===== src/rtl/acc_alu_pkg.sv =====
package acc_alu_pkg;

  localparam int DATA_W = 8;
  localparam int NIB_W  = DATA_W / 2;
  localparam int OP_W   = 8;

  typedef enum logic [4:0] {
    ALU_NONE,
    ALU_AND,
    ALU_OR,
    ALU_XOR,
    ALU_ROL,
    ALU_ROLC,
    ALU_ROR,
    ALU_RORC,
    ALU_INC,
    ALU_DEC,
    ALU_INV,
    ALU_ADD,
    ALU_ADDC,
    ALU_SUB,
    ALU_SUBB,
    ALU_DADJ,
    ALU_CSET,
    ALU_CCLR,
    ALU_CINV
  } alu_op_e;

  typedef enum logic [1:0] {
    SRC_PASS,
    SRC_BITS,
    SRC_ARITH,
    SRC_DADJ
  } res_src_e;

  typedef struct packed {
    logic cy;
    logic zr;
    logic sg;
    logic pr;
  } alu_flags_t;

endpackage


===== src/rtl/acc_alu_decode.sv =====
module acc_alu_decode
  import acc_alu_pkg::*;
(
  input  logic [OP_W-1:0] op_code,
  output alu_op_e         op_kind,
  output res_src_e        res_src,
  output logic            wr_acc
);

  localparam logic [1:0] GRP_ALU = 2'b10;

  logic [2:0] sub_sel;
  logic [2:0] low_sel;

  assign sub_sel = op_code[5:3];
  assign low_sel = op_code[2:0];

  always_comb begin
    op_kind = ALU_NONE;
    if (op_code[7:6] == GRP_ALU) begin
      case (sub_sel)
        3'd0: op_kind = ALU_AND;
        3'd1: op_kind = ALU_OR;
        3'd2: op_kind = ALU_XOR;
        3'd3: begin
          case (low_sel)
            3'd0:    op_kind = ALU_ROL;
            3'd1:    op_kind = ALU_ROLC;
            3'd2:    op_kind = ALU_ROR;
            3'd3:    op_kind = ALU_RORC;
            3'd6:    op_kind = ALU_INC;
            3'd7:    op_kind = ALU_DEC;
            default: op_kind = ALU_NONE;
          endcase
        end
        3'd4:    op_kind = ALU_ADD;
        3'd5:    op_kind = ALU_ADDC;
        3'd6:    op_kind = ALU_SUB;
        default: op_kind = ALU_SUBB;
      endcase
    end else begin
      case (op_code)
        8'h08:   op_kind = ALU_CSET;
        8'h09:   op_kind = ALU_CCLR;
        8'h0E:   op_kind = ALU_CINV;
        8'h0F:   op_kind = ALU_INV;
        8'hFA:   op_kind = ALU_DADJ;
        default: op_kind = ALU_NONE;
      endcase
    end
  end

  always_comb begin
    res_src = SRC_PASS;
    wr_acc  = 1'b0;
    case (op_kind)
      ALU_AND, ALU_OR, ALU_XOR, ALU_ROL, ALU_ROLC, ALU_ROR, ALU_RORC,
      ALU_INC, ALU_DEC, ALU_INV: begin
        res_src = SRC_BITS;
        wr_acc  = 1'b1;
      end
      ALU_ADD, ALU_ADDC, ALU_SUB, ALU_SUBB: begin
        res_src = SRC_ARITH;
        wr_acc  = 1'b1;
      end
      ALU_DADJ: begin
        res_src = SRC_DADJ;
        wr_acc  = 1'b1;
      end
      default: begin
        res_src = SRC_PASS;
        wr_acc  = 1'b0;
      end
    endcase
  end

endmodule


===== src/rtl/acc_alu_addsub.sv =====
module acc_alu_addsub #(
  parameter int W = 8
) (
  input  logic [W-1:0] a_in,
  input  logic [W-1:0] b_in,
  input  logic         cy_in,
  input  logic         sub_en,
  input  logic         chain_en,
  output logic [W-1:0] sum_out,
  output logic         cy_out
);

  localparam int WIDE = W + 1;

  logic [WIDE-1:0] a_wide;
  logic [WIDE-1:0] b_wide;
  logic [WIDE-1:0] c_wide;
  logic [WIDE-1:0] total;

  assign a_wide = {1'b0, a_in};
  assign b_wide = {1'b0, b_in};
  assign c_wide = {{W{1'b0}}, chain_en & cy_in};

  always_comb begin
    if (sub_en) total = a_wide - b_wide - c_wide;
    else        total = a_wide + b_wide + c_wide;
  end

  // Bit W holds the carry for additions and the borrow for subtractions.
  assign sum_out = total[W-1:0];
  assign cy_out  = total[W];

endmodule


===== src/rtl/acc_alu_bitops.sv =====
module acc_alu_bitops
  import acc_alu_pkg::*;
#(
  parameter int W = 8
) (
  input  alu_op_e      op_kind,
  input  logic [W-1:0] a_in,
  input  logic [W-1:0] b_in,
  input  logic         cy_in,
  output logic [W-1:0] res_out,
  output logic         cy_out
);

  localparam logic [W-1:0] ONE = {{(W-1){1'b0}}, 1'b1};

  always_comb begin
    res_out = a_in;
    cy_out  = cy_in;
    case (op_kind)
      ALU_AND:  res_out = a_in & b_in;
      ALU_OR:   res_out = a_in | b_in;
      ALU_XOR:  res_out = a_in ^ b_in;
      ALU_ROL:  res_out = {a_in[W-2:0], a_in[W-1]};
      ALU_ROLC: begin
        res_out = {a_in[W-2:0], cy_in};
        cy_out  = a_in[W-1];
      end
      ALU_ROR:  res_out = {a_in[0], a_in[W-1:1]};
      ALU_RORC: begin
        res_out = {cy_in, a_in[W-1:1]};
        cy_out  = a_in[0];
      end
      ALU_INC:  res_out = a_in + ONE;
      ALU_DEC:  res_out = a_in - ONE;
      ALU_INV:  res_out = ~a_in;
      default: begin
        res_out = a_in;
        cy_out  = cy_in;
      end
    endcase
  end

endmodule


===== src/rtl/acc_alu_dadj.sv =====
module acc_alu_dadj
  import acc_alu_pkg::*;
(
  input  logic [DATA_W-1:0] a_in,
  input  logic              cy_in,
  output logic [DATA_W-1:0] res_out,
  output logic              cy_out
);

  localparam logic [NIB_W-1:0]  DIGIT_MAX = NIB_W'(9);
  localparam logic [DATA_W-1:0] LOW_FIX   = DATA_W'(6);
  localparam logic [DATA_W-1:0] HIGH_FIX  = DATA_W'(6) << NIB_W;

  logic              low_big;
  logic [DATA_W-1:0] step1;
  logic              high_big;
  logic              do_high;
  logic [DATA_W:0]   step2;

  assign low_big  = a_in[NIB_W-1:0] > DIGIT_MAX;
  assign step1    = low_big ? (a_in + LOW_FIX) : a_in;
  assign high_big = step1[DATA_W-1:NIB_W] > DIGIT_MAX;
  assign do_high  = high_big | cy_in;
  assign step2    = {1'b0, step1} + {1'b0, HIGH_FIX};

  assign res_out = do_high ? step2[DATA_W-1:0] : step1;
  assign cy_out  = cy_in | (do_high & step2[DATA_W]);

endmodule


===== src/rtl/acc_alu.sv =====
module acc_alu
  import acc_alu_pkg::*;
(
  input  logic [7:0] op_code,
  input  logic [7:0] acc_in,
  input  logic [7:0] opnd_in,
  input  logic       cy_in,
  input  logic       zr_in,
  input  logic       sg_in,
  input  logic       pr_in,
  output logic [7:0] acc_out,
  output logic       acc_we,
  output logic       cy_out,
  output logic       zr_out,
  output logic       sg_out,
  output logic       pr_out
);

  alu_op_e           op_kind;
  res_src_e          res_src;
  logic              wr_acc;

  logic [DATA_W-1:0] bits_res;
  logic              bits_cy;
  logic [DATA_W-1:0] arith_res;
  logic              arith_cy;
  logic [DATA_W-1:0] dadj_res;
  logic              dadj_cy;
  logic              is_sub;
  logic              is_chain;

  logic [DATA_W-1:0] res;
  logic [DATA_W:0]   par_chain;
  alu_flags_t        flg_cur;
  alu_flags_t        flg_nxt;

  acc_alu_decode u_dec (
    .op_code (op_code),
    .op_kind (op_kind),
    .res_src (res_src),
    .wr_acc  (wr_acc)
  );

  acc_alu_bitops #(.W(DATA_W)) u_bits (
    .op_kind (op_kind),
    .a_in    (acc_in),
    .b_in    (opnd_in),
    .cy_in   (cy_in),
    .res_out (bits_res),
    .cy_out  (bits_cy)
  );

  assign is_sub   = (op_kind == ALU_SUB)  || (op_kind == ALU_SUBB);
  assign is_chain = (op_kind == ALU_ADDC) || (op_kind == ALU_SUBB);

  acc_alu_addsub #(.W(DATA_W)) u_arith (
    .a_in     (acc_in),
    .b_in     (opnd_in),
    .cy_in    (cy_in),
    .sub_en   (is_sub),
    .chain_en (is_chain),
    .sum_out  (arith_res),
    .cy_out   (arith_cy)
  );

  acc_alu_dadj u_dadj (
    .a_in    (acc_in),
    .cy_in   (cy_in),
    .res_out (dadj_res),
    .cy_out  (dadj_cy)
  );

  // Result selection
  always_comb begin
    case (res_src)
      SRC_BITS:  res = bits_res;
      SRC_ARITH: res = arith_res;
      SRC_DADJ:  res = dadj_res;
      default:   res = acc_in;
    endcase
  end

  // Odd-parity reduction as a chain of XOR stages
  assign par_chain[0] = 1'b0;
  for (genvar i = 0; i < DATA_W; i++) begin : g_par
    assign par_chain[i+1] = par_chain[i] ^ res[i];
  end

  assign flg_cur = '{cy: cy_in, zr: zr_in, sg: sg_in, pr: pr_in};

  // Flag update
  always_comb begin
    flg_nxt = flg_cur;
    if (wr_acc) begin
      flg_nxt.zr = (res == '0);
      flg_nxt.sg = res[DATA_W-1];
      flg_nxt.pr = par_chain[DATA_W];
    end
    case (op_kind)
      ALU_ROLC, ALU_RORC:                   flg_nxt.cy = bits_cy;
      ALU_ADD, ALU_ADDC, ALU_SUB, ALU_SUBB: flg_nxt.cy = arith_cy;
      ALU_DADJ:                             flg_nxt.cy = dadj_cy;
      ALU_CSET:                             flg_nxt.cy = 1'b1;
      ALU_CCLR:                             flg_nxt.cy = 1'b0;
      ALU_CINV:                             flg_nxt.cy = ~cy_in;
      default:                              flg_nxt.cy = cy_in;
    endcase
  end

  assign acc_out = res;
  assign acc_we  = wr_acc;
  assign cy_out  = flg_nxt.cy;
  assign zr_out  = flg_nxt.zr;
  assign sg_out  = flg_nxt.sg;
  assign pr_out  = flg_nxt.pr;

endmodule


===== config.mk =====
export PLATFORM = sky130hd
export DESIGN_NAME = acc_alu
export DESIGN_NICKNAME = d
export VERILOG_FILES = /design/src/rtl/acc_alu_pkg.sv /design/src/rtl/acc_alu_decode.sv /design/src/rtl/acc_alu_addsub.sv /design/src/rtl/acc_alu_bitops.sv /design/src/rtl/acc_alu_dadj.sv /design/src/rtl/acc_alu.sv
export SDC_FILE = /design/constraint.sdc
export NUM_CORES = 1
export LEC_CHECK = 0
export ABC_AREA = 1
export ABC_CLOCK_PERIOD_IN_PS = 10800
export BUFFER_PORTS_ARGS = -buffer_cell sky130_fd_sc_hd__buf_2
export CAP_MARGIN = 25
export CORE_MARGIN = 2
export CORE_UTILIZATION = 40
export DETAILED_ROUTE_END_ITERATION = 8
export GPL_ROUTABILITY_DRIVEN = 0
export SLEW_MARGIN = 30
export SYNTH_ARGS = -nofsm -noshare
export SYNTH_HDL_FRONTEND = slang
export SYNTH_SLANG_ARGS = --single-unit
export TNS_END_PERCENT = 100

===== constraint.sdc =====
create_clock -name vclk -period 10.8
set_input_delay 1.08 -clock vclk [all_inputs]
set_output_delay 1.08 -clock vclk [all_outputs]
set_load 0.05 [all_outputs]

* Yosys cells after proc, flatten, opt, wreduce, memory -nomap -nowiden *
Memories as Yosys holds them, arrays and structs flattened.
Cells that the tools add are included.

cells by class
  $add $sub $neg = 8
  $lt $le $gt $ge = 2
  mux-type cells = 13
  bitwise gates (word level) = 16
  reductions and logical operators = 7
  equal/unequal tests = 38

operators with widths
  operator               number
  $pmux W8 S10           1
  $eq A5 B4 Y1 const B   8
  $pmux W5 S7            1
  $eq A8 B4 Y1 const B   4
  $pmux W5 S5            1
  $pmux W4 S6            1
  $pmux W8 S3            1
  $eq A5 B3 Y1 const B   4
  $mux W8                2
  $eq A3 B3 Y1 const B   5
  $eq A5 B5 Y1 const B   3
  $eq A3 B2 Y1 const B   4
  $eq A5 B2 Y1 const B   2
  $add A8 B7 Y9 const B  1
  $add A8 B8 Y9          1
  $add A9 B1 Y9          1
  $mux W9                1
  $sub A8 B8 Y9          1
  $sub A9 B1 Y9          1
  $add A8 B1 Y8 const B  1
  $add A8 B3 Y8 const B  1
  $and A8 B8 Y8          1
  $eq A8 B8 Y1 const B   1
  $gt A4 B4 Y1 const B   2
  21 further kinds       35

word-level totals
  flip-flop bits (word level) = 0
  input port bits = 28
  memories = 1
  ROM bits = 48

memories
  name             depth  width  rd ports  clocked after memory_dff  wr ports  RTL line              RTL
  (no name shown)  16     3      1         0                         0         acc_alu_decode.sv:56  case (op_kind)

* Longest topological paths before layout *
  depth in word-level cells = 18
  gate-level depth with buffers = 33
  mapped depth without buffers = 32

* Cells and area by module *
Synthesis repeated with hierarchy kept, for this count alone.

unflattened totals
  cells, all modules = 668
  area total of the unflattened synthesis = 3503.4 um2

by module, submodules not included
  module          instances  cells an instance  area each (um2)
  acc_alu_bitops  1          234                1216.2
  acc_alu_addsub  1          171                983.4
  acc_alu         1          130                596.8
  acc_alu_decode  1          78                 411.6
  acc_alu_dadj    1          55                 295.3

* Worst setup path after synthesis *
No wires, ideal clock.

  kind = input-to-output
  start = input op_code[0]
  end = output zr_out
  required time = 9.720 ns
  stages on the path = 22
  buffers on the path = 0
  arrival time = 5.573 ns
  setup slack = 4.147 ns
  cells stage by stage = inv_1 -> nand2_1 -> nor2_1 -> nand2_4 -> nand2_1 -> nand2_2 -> inv_2 -> nand2_2 -> nor3_1 -> fa_1 -> ha_1 -> xor2_1 -> or2_2 -> a32o_1 -> inv_1 -> o211ai_1 -> inv_1 -> ha_1 -> nand2_1 -> nor2_1 -> nand2_1 -> o31ai_1

between the ends
  longest elaborated chain between the ends = 12
  elaborated cells between the ends (all ways) = 43

ends and longest elaborated chain
  what                                                   RTL line                                    RTL
  from (decl)                                            acc_alu.sv:4                                input logic [7:0] op_code,
  $eq A3 B3 Y1 (tied with other cells)                   acc_alu_decode.sv:26                        case (low_sel)
  $pmux W4 S6                                            acc_alu_decode.sv:26
  $pmux W5 S7                                            acc_alu_decode.sv:21                        case (sub_sel)
  $mux W5 (*)                                            acc_alu_decode.sv:20                        if (op_code[7:6] == GRP_ALU) begin
  $eq A5 B4 Y1 (on tied branches)                        acc_alu.sv:54, acc_alu.sv:53
  $logic_or A1 B1 Y1                                     acc_alu.sv:54                               assign is_chain = (op_kind == ALU_ADDC) || (op_kind == ALU_SUBB);
  $and A1 B1 Y1                                          acc_alu_addsub.sv:22                        assign c_wide = {{W{1'b0}}, chain_en & cy_in};
  $add A9 B1 Y9 / $sub A9 B1 Y9 (equally long branches)  acc_alu_addsub.sv:26, acc_alu_addsub.sv:25
  $mux W9                                                acc_alu_addsub.sv:25                        if (sub_en) total = a_wide - b_wide - c_wide;
  $pmux W8 S3 (*)                                        acc_alu.sv:75                               case (res_src)
  named net acc_out[0]                                   acc_alu.sv:11                               output logic [7:0] acc_out,
  $logic_not A8 Y1 (*)                                   acc_alu.sv:95                               flg_nxt.zr = (res == '0);
  $mux W3 (*)                                            acc_alu.sv:94                               if (wr_acc) begin
  to (decl)                                              acc_alu.sv:14                               output logic zr_out,

The timed path passes the listed nets; every way through them passes the cells marked *.

* Final worst setup path *
  start = input op_code[5]
  end = output pr_out

between the ends
  longest elaborated chain between the ends = 17
  elaborated cells between the ends (all ways) = 49

ends and longest elaborated chain
  what                                                   RTL line                                    RTL
  $eq A8 B8 Y1 (tied with other cells)                   acc_alu_decode.sv:42                        case (op_code)
  $pmux W5 S5 / $pmux W5 S7 (equally long branches)      acc_alu_decode.sv:42, acc_alu_decode.sv:21
  $mux W5 (*)                                            acc_alu_decode.sv:20
  $eq A5 B4 Y1 (on tied branches)                        acc_alu.sv:54, acc_alu.sv:53
  $logic_or A1 B1 Y1                                     acc_alu.sv:54
  $and A1 B1 Y1                                          acc_alu_addsub.sv:22
  $add A9 B1 Y9 / $sub A9 B1 Y9 (equally long branches)  acc_alu_addsub.sv:26, acc_alu_addsub.sv:25
  $mux W9                                                acc_alu_addsub.sv:25
  $pmux W8 S3                                            acc_alu.sv:75
  $xor A1 B1 Y1 (7 in series)                            acc_alu.sv:86                               assign par_chain[i+1] = par_chain[i] ^ res[i];
  $mux W3 (*)                                            acc_alu.sv:94
  to (decl)                                              acc_alu.sv:16                               output logic pr_out

Mark *: on every way between the ends. The rest lies on a longest branch, timed or not.

==> results by stage <==
Status:
- The flow ran to the end, and the final reports show no timing, DRC or antenna violations.

Worst hold path:
- The path class of the lowest-slack min-delay path is in -> out.
- The instance count along the most critical hold path is 4.

Worst setup path:
- Of all nets on the critical path, the largest fanout is 7.
- The critical path capture point type is a primary output.
- The nature of the critical path startpoint is an input pin.
- The slowest stage of the critical path is the sky130_fd_sc_hd__fa_1 cell.
- The required time at the worst-slack endpoint is 9720 ps.
- The data arrival time of the worst path is 5420 ps.
- The type of the worst setup path is in -> out.
- The cell that appears most often on the critical path is sky130_fd_sc_hd__nand2_1.
- The critical path's largest stage delay is 510 ps.

Routing:
- The number of nets with antenna violations after routing is 0.
- After detailed routing, the number of remaining DRC violations is 0.
- In the routed layout, each cell is associated on average with a via count of 5.142.
- The top routing layer in use is met4.
- The met1 layer wirelength in the final routing is 4045 um.
- Detailed routing inserted a total of 3,224 vias.
- The total length of routed wires is 8575 um.
- The average detailed-routed wire length per instance is 13.68 um.
- In this run, the number of DRC markers left after iteration 0 of detailed routing was 261.
- The wire length on met3 is 392 um.
- Before antenna repair, the detailed router went through 5 iterations.
- The routed design uses 3885 um of met2 wire.

Final layout:
- The number of antenna diodes in the final layout is 0.
- The multi-input combinational cells in the finished layout cover a total of 2464 um2.
- Counting the clock-network buffers in the layout gives 0.
- The number of nets at the end of the flow is 605.
- From synthesis to final layout, the design area changed by 9.965%.
- The share of layout cells above drive strength 1 is 0.1789.
- The number of standard cells in the final layout excluding fillers is 627.
- The sequential cell count is 0.
- The count of filler cells inserted in the layout is 784.
- In the final layout, flip-flops and latches occupy 0 um2.

Floorplanning:
- The region available for standard cell placement spans 6832 um2.
- The floorplan step defined a die boundary enclosing 7817 um2.
- In this run the core area contains 30 standard-cell rows.
- From bottom edge to top edge, the die measures 88.42 um.
- The number of placed I/O pins is 41.
- The floorplan step set the die width to 88.42 um.
- The effective utilization at floorplan is 0.4172.

Clock network:
- Buffers added to address setup during post-CTS repair amount to 0.
- The number of hold-repair buffers added at the cts stage is 0.
- The post-cts sizing count is 0.

Job:
- The max capacitance violation total is 0.

Synth:
- The net count after synthesis is 567.
- The proportion of synthesized chip area in sequential cells is 0.
- A synthesized cell averages 5.758 um2.
- The post-synth design cell area is 2850 um2.
- The dominant cell type by area after synthesis is sky130_fd_sc_hd__nand2_1.
- The proportion of netlist area held by the largest area contributor is 0.1738.
- The total number of yosys warnings is 0.
- Yosys mapped the design onto 43 distinct sky130hd cell types.
- In the post-synthesis netlist, the biggest area contributors are sky130_fd_sc_hd__nand2_1, sky130_fd_sc_hd__ha_1, sky130_fd_sc_hd__inv_1.
- The post-synthesis cell count is 495.

Timing:
- Setup repair after global routing left no endpoint under its margin.
- The sum of negative setup slack is 0 ps.
- In this run the tightest slew margin relative to its limit is 0.3996.
- The period utilization is 0.6016.
- Setup violations remaining at the end of the flow were counted as 0.
- The slew of the pin with the lowest slew margin is 889.3 ps.
- For this run, the top clock speed supported by timing is 0.1539 GHz.
- The smallest clock period supported by the final layout is computed as 6497 ps.
- The hold violation total from the final report is 0.
- The number of slew-limit violations in the final report is 0.

Placed design:
- The placed wire-length estimate after detailed placement is 7291 um.
- The count of placed standard cells including taps is 627.
- In this run the tool buffered the top-level ports with 41 buffer cells.

Pwr:
- Of the total power, registers draw 0.
- In this run the power density over the cells is 63.00 nW/um2.
- The largest vdd supply drop is 0.03318 mV.
- The clock share of power is 0.
- For this design the static power due to leakage is 1.769 nW.
- The net switching share of the total power is 0.6970.
- The internal power summed over all cells is 0.00005982 W.
- The share of total power dissipated in combinational logic is 1.000.
- The net load switching power is 0.0001376 W.

GRT:
- The initial antenna violation count was 0.
- The maximum number of pins on one net before global-route repair is 12.
- The via count of the first global-routing pass came to 3,059.
- The total overflow left after global routing is 0.
- The first global-routing pass estimated 14,280 um of wire.
- Across every metal layer, demand over resource in global routing totals 0.2265.
==> power groups by stage <==
stage	clock [W]	combinational [W]	sequential [W]
after floorplan	0	0.000149	0
after global placement	0	0.000194	0
after detailed placement	0	0.000196	0
after CTS	0	0.000197	0
after global routing	0	0.000222	0
final	0	0.000197	0
==> worst max-delay path: cells and delay by family <==
kind	cells	cell delay, ps
AOI/OAI and AO/OA	2	450
adders and majority gates	2	790
buffers and inverters	5	610
and+or+nand+nor	21	2480
==> area by class of cell <==
cell class / count / share of cell area
inverter: 92 / 0.1102
multi-input combinational: 398 / 0.7860
tap: 96 / 0.03832
timing repair buffer: 41 / 0.06547
==> through the flow <==
stage	setup slack (ps)	hold WS [ps]	cell area, um2	utilization	total power [W]
6_report	4303	2548	3134	0.4588	0.0001975
3_5_place_dp	4280	2549	3134	0.4588	0.0001962
3_3_place_gp	4274	2549	3134	0.4588	0.0001944
4_1_cts	4275	2550	3134	0.4588	0.0001969
5_1_grt	3706	2575	3134	0.4588	0.0002219
2_1_floorplan	4147	2443	2850	-	0.0001489
==> cell usage in the layout (no fill, tap or decap), types with 4 or more instances in the layout <==
| master | count |
|---|---|
| sky130_fd_sc_hd__nand2_2 | 13 |
| sky130_fd_sc_hd__a21oi_1 | 16 |
| sky130_fd_sc_hd__xor2_1 | 14 |
| sky130_fd_sc_hd__buf_2 | 41 |
| sky130_fd_sc_hd__fa_1 | 5 |
| sky130_fd_sc_hd__nand3_1 | 43 |
| sky130_fd_sc_hd__nor2_1 | 42 |
| sky130_fd_sc_hd__inv_1 | 81 |
| sky130_fd_sc_hd__ha_1 | 39 |
| sky130_fd_sc_hd__o211ai_1 | 5 |
| sky130_fd_sc_hd__nand4_1 | 12 |
| sky130_fd_sc_hd__o21ai_0 | 15 |
| sky130_fd_sc_hd__nor2_2 | 5 |
| sky130_fd_sc_hd__inv_2 | 11 |
| sky130_fd_sc_hd__nor3_1 | 8 |
| sky130_fd_sc_hd__nor2_4 | 5 |
| sky130_fd_sc_hd__nand2_1 | 132 |
| sky130_fd_sc_hd__nand3_2 | 4 |
==> synth_stat cells, types with 3 or more instances <==
master                     number
sky130_fd_sc_hd__inv_1         81
sky130_fd_sc_hd__or2_2          3
sky130_fd_sc_hd__ha_1          39
sky130_fd_sc_hd__fa_1           5
sky130_fd_sc_hd__nor2_2         5
sky130_fd_sc_hd__a21oi_1       16
sky130_fd_sc_hd__xor2_1        14
sky130_fd_sc_hd__nor2_4         5
sky130_fd_sc_hd__nand2_2       13
sky130_fd_sc_hd__and2_1         3
sky130_fd_sc_hd__o22ai_1        3
sky130_fd_sc_hd__nand2_1      132
sky130_fd_sc_hd__nand3_1       43
sky130_fd_sc_hd__inv_2         11
sky130_fd_sc_hd__o211ai_1       5
sky130_fd_sc_hd__nand2_4        3
sky130_fd_sc_hd__buf_6          3
sky130_fd_sc_hd__nor2_1        42
sky130_fd_sc_hd__o21ai_0       15
sky130_fd_sc_hd__xnor2_1        3
sky130_fd_sc_hd__nand3_2        4
sky130_fd_sc_hd__nand4_1       12
sky130_fd_sc_hd__nor3_1         8
==> routing by layer <==
metal  vias up  GRT usage
met4         0    0.05510
met1      1429     0.3144
li1       1677          -
met5         -          0
met3        24    0.01306
met2        94     0.3841
==> path summary, 6_finish.rpt <==
| check | from | endpoint | slack (ps) |
|---|---|---|---|
| max | op_code[5] | pr_out | 4300 |
| min | pr_in | pr_out | 2550 |
==> cells by family after synthesis <==
group                    synth area share
AND/OR/NAND/NOR                    0.4706
buffers and inverters              0.1356
AO/OA/AOI/OAI                      0.1352
adder cells (fa/ha/maj)            0.2063
XOR/XNOR                          0.05224
Note: power is estimated with default switching activity, not from simulation.
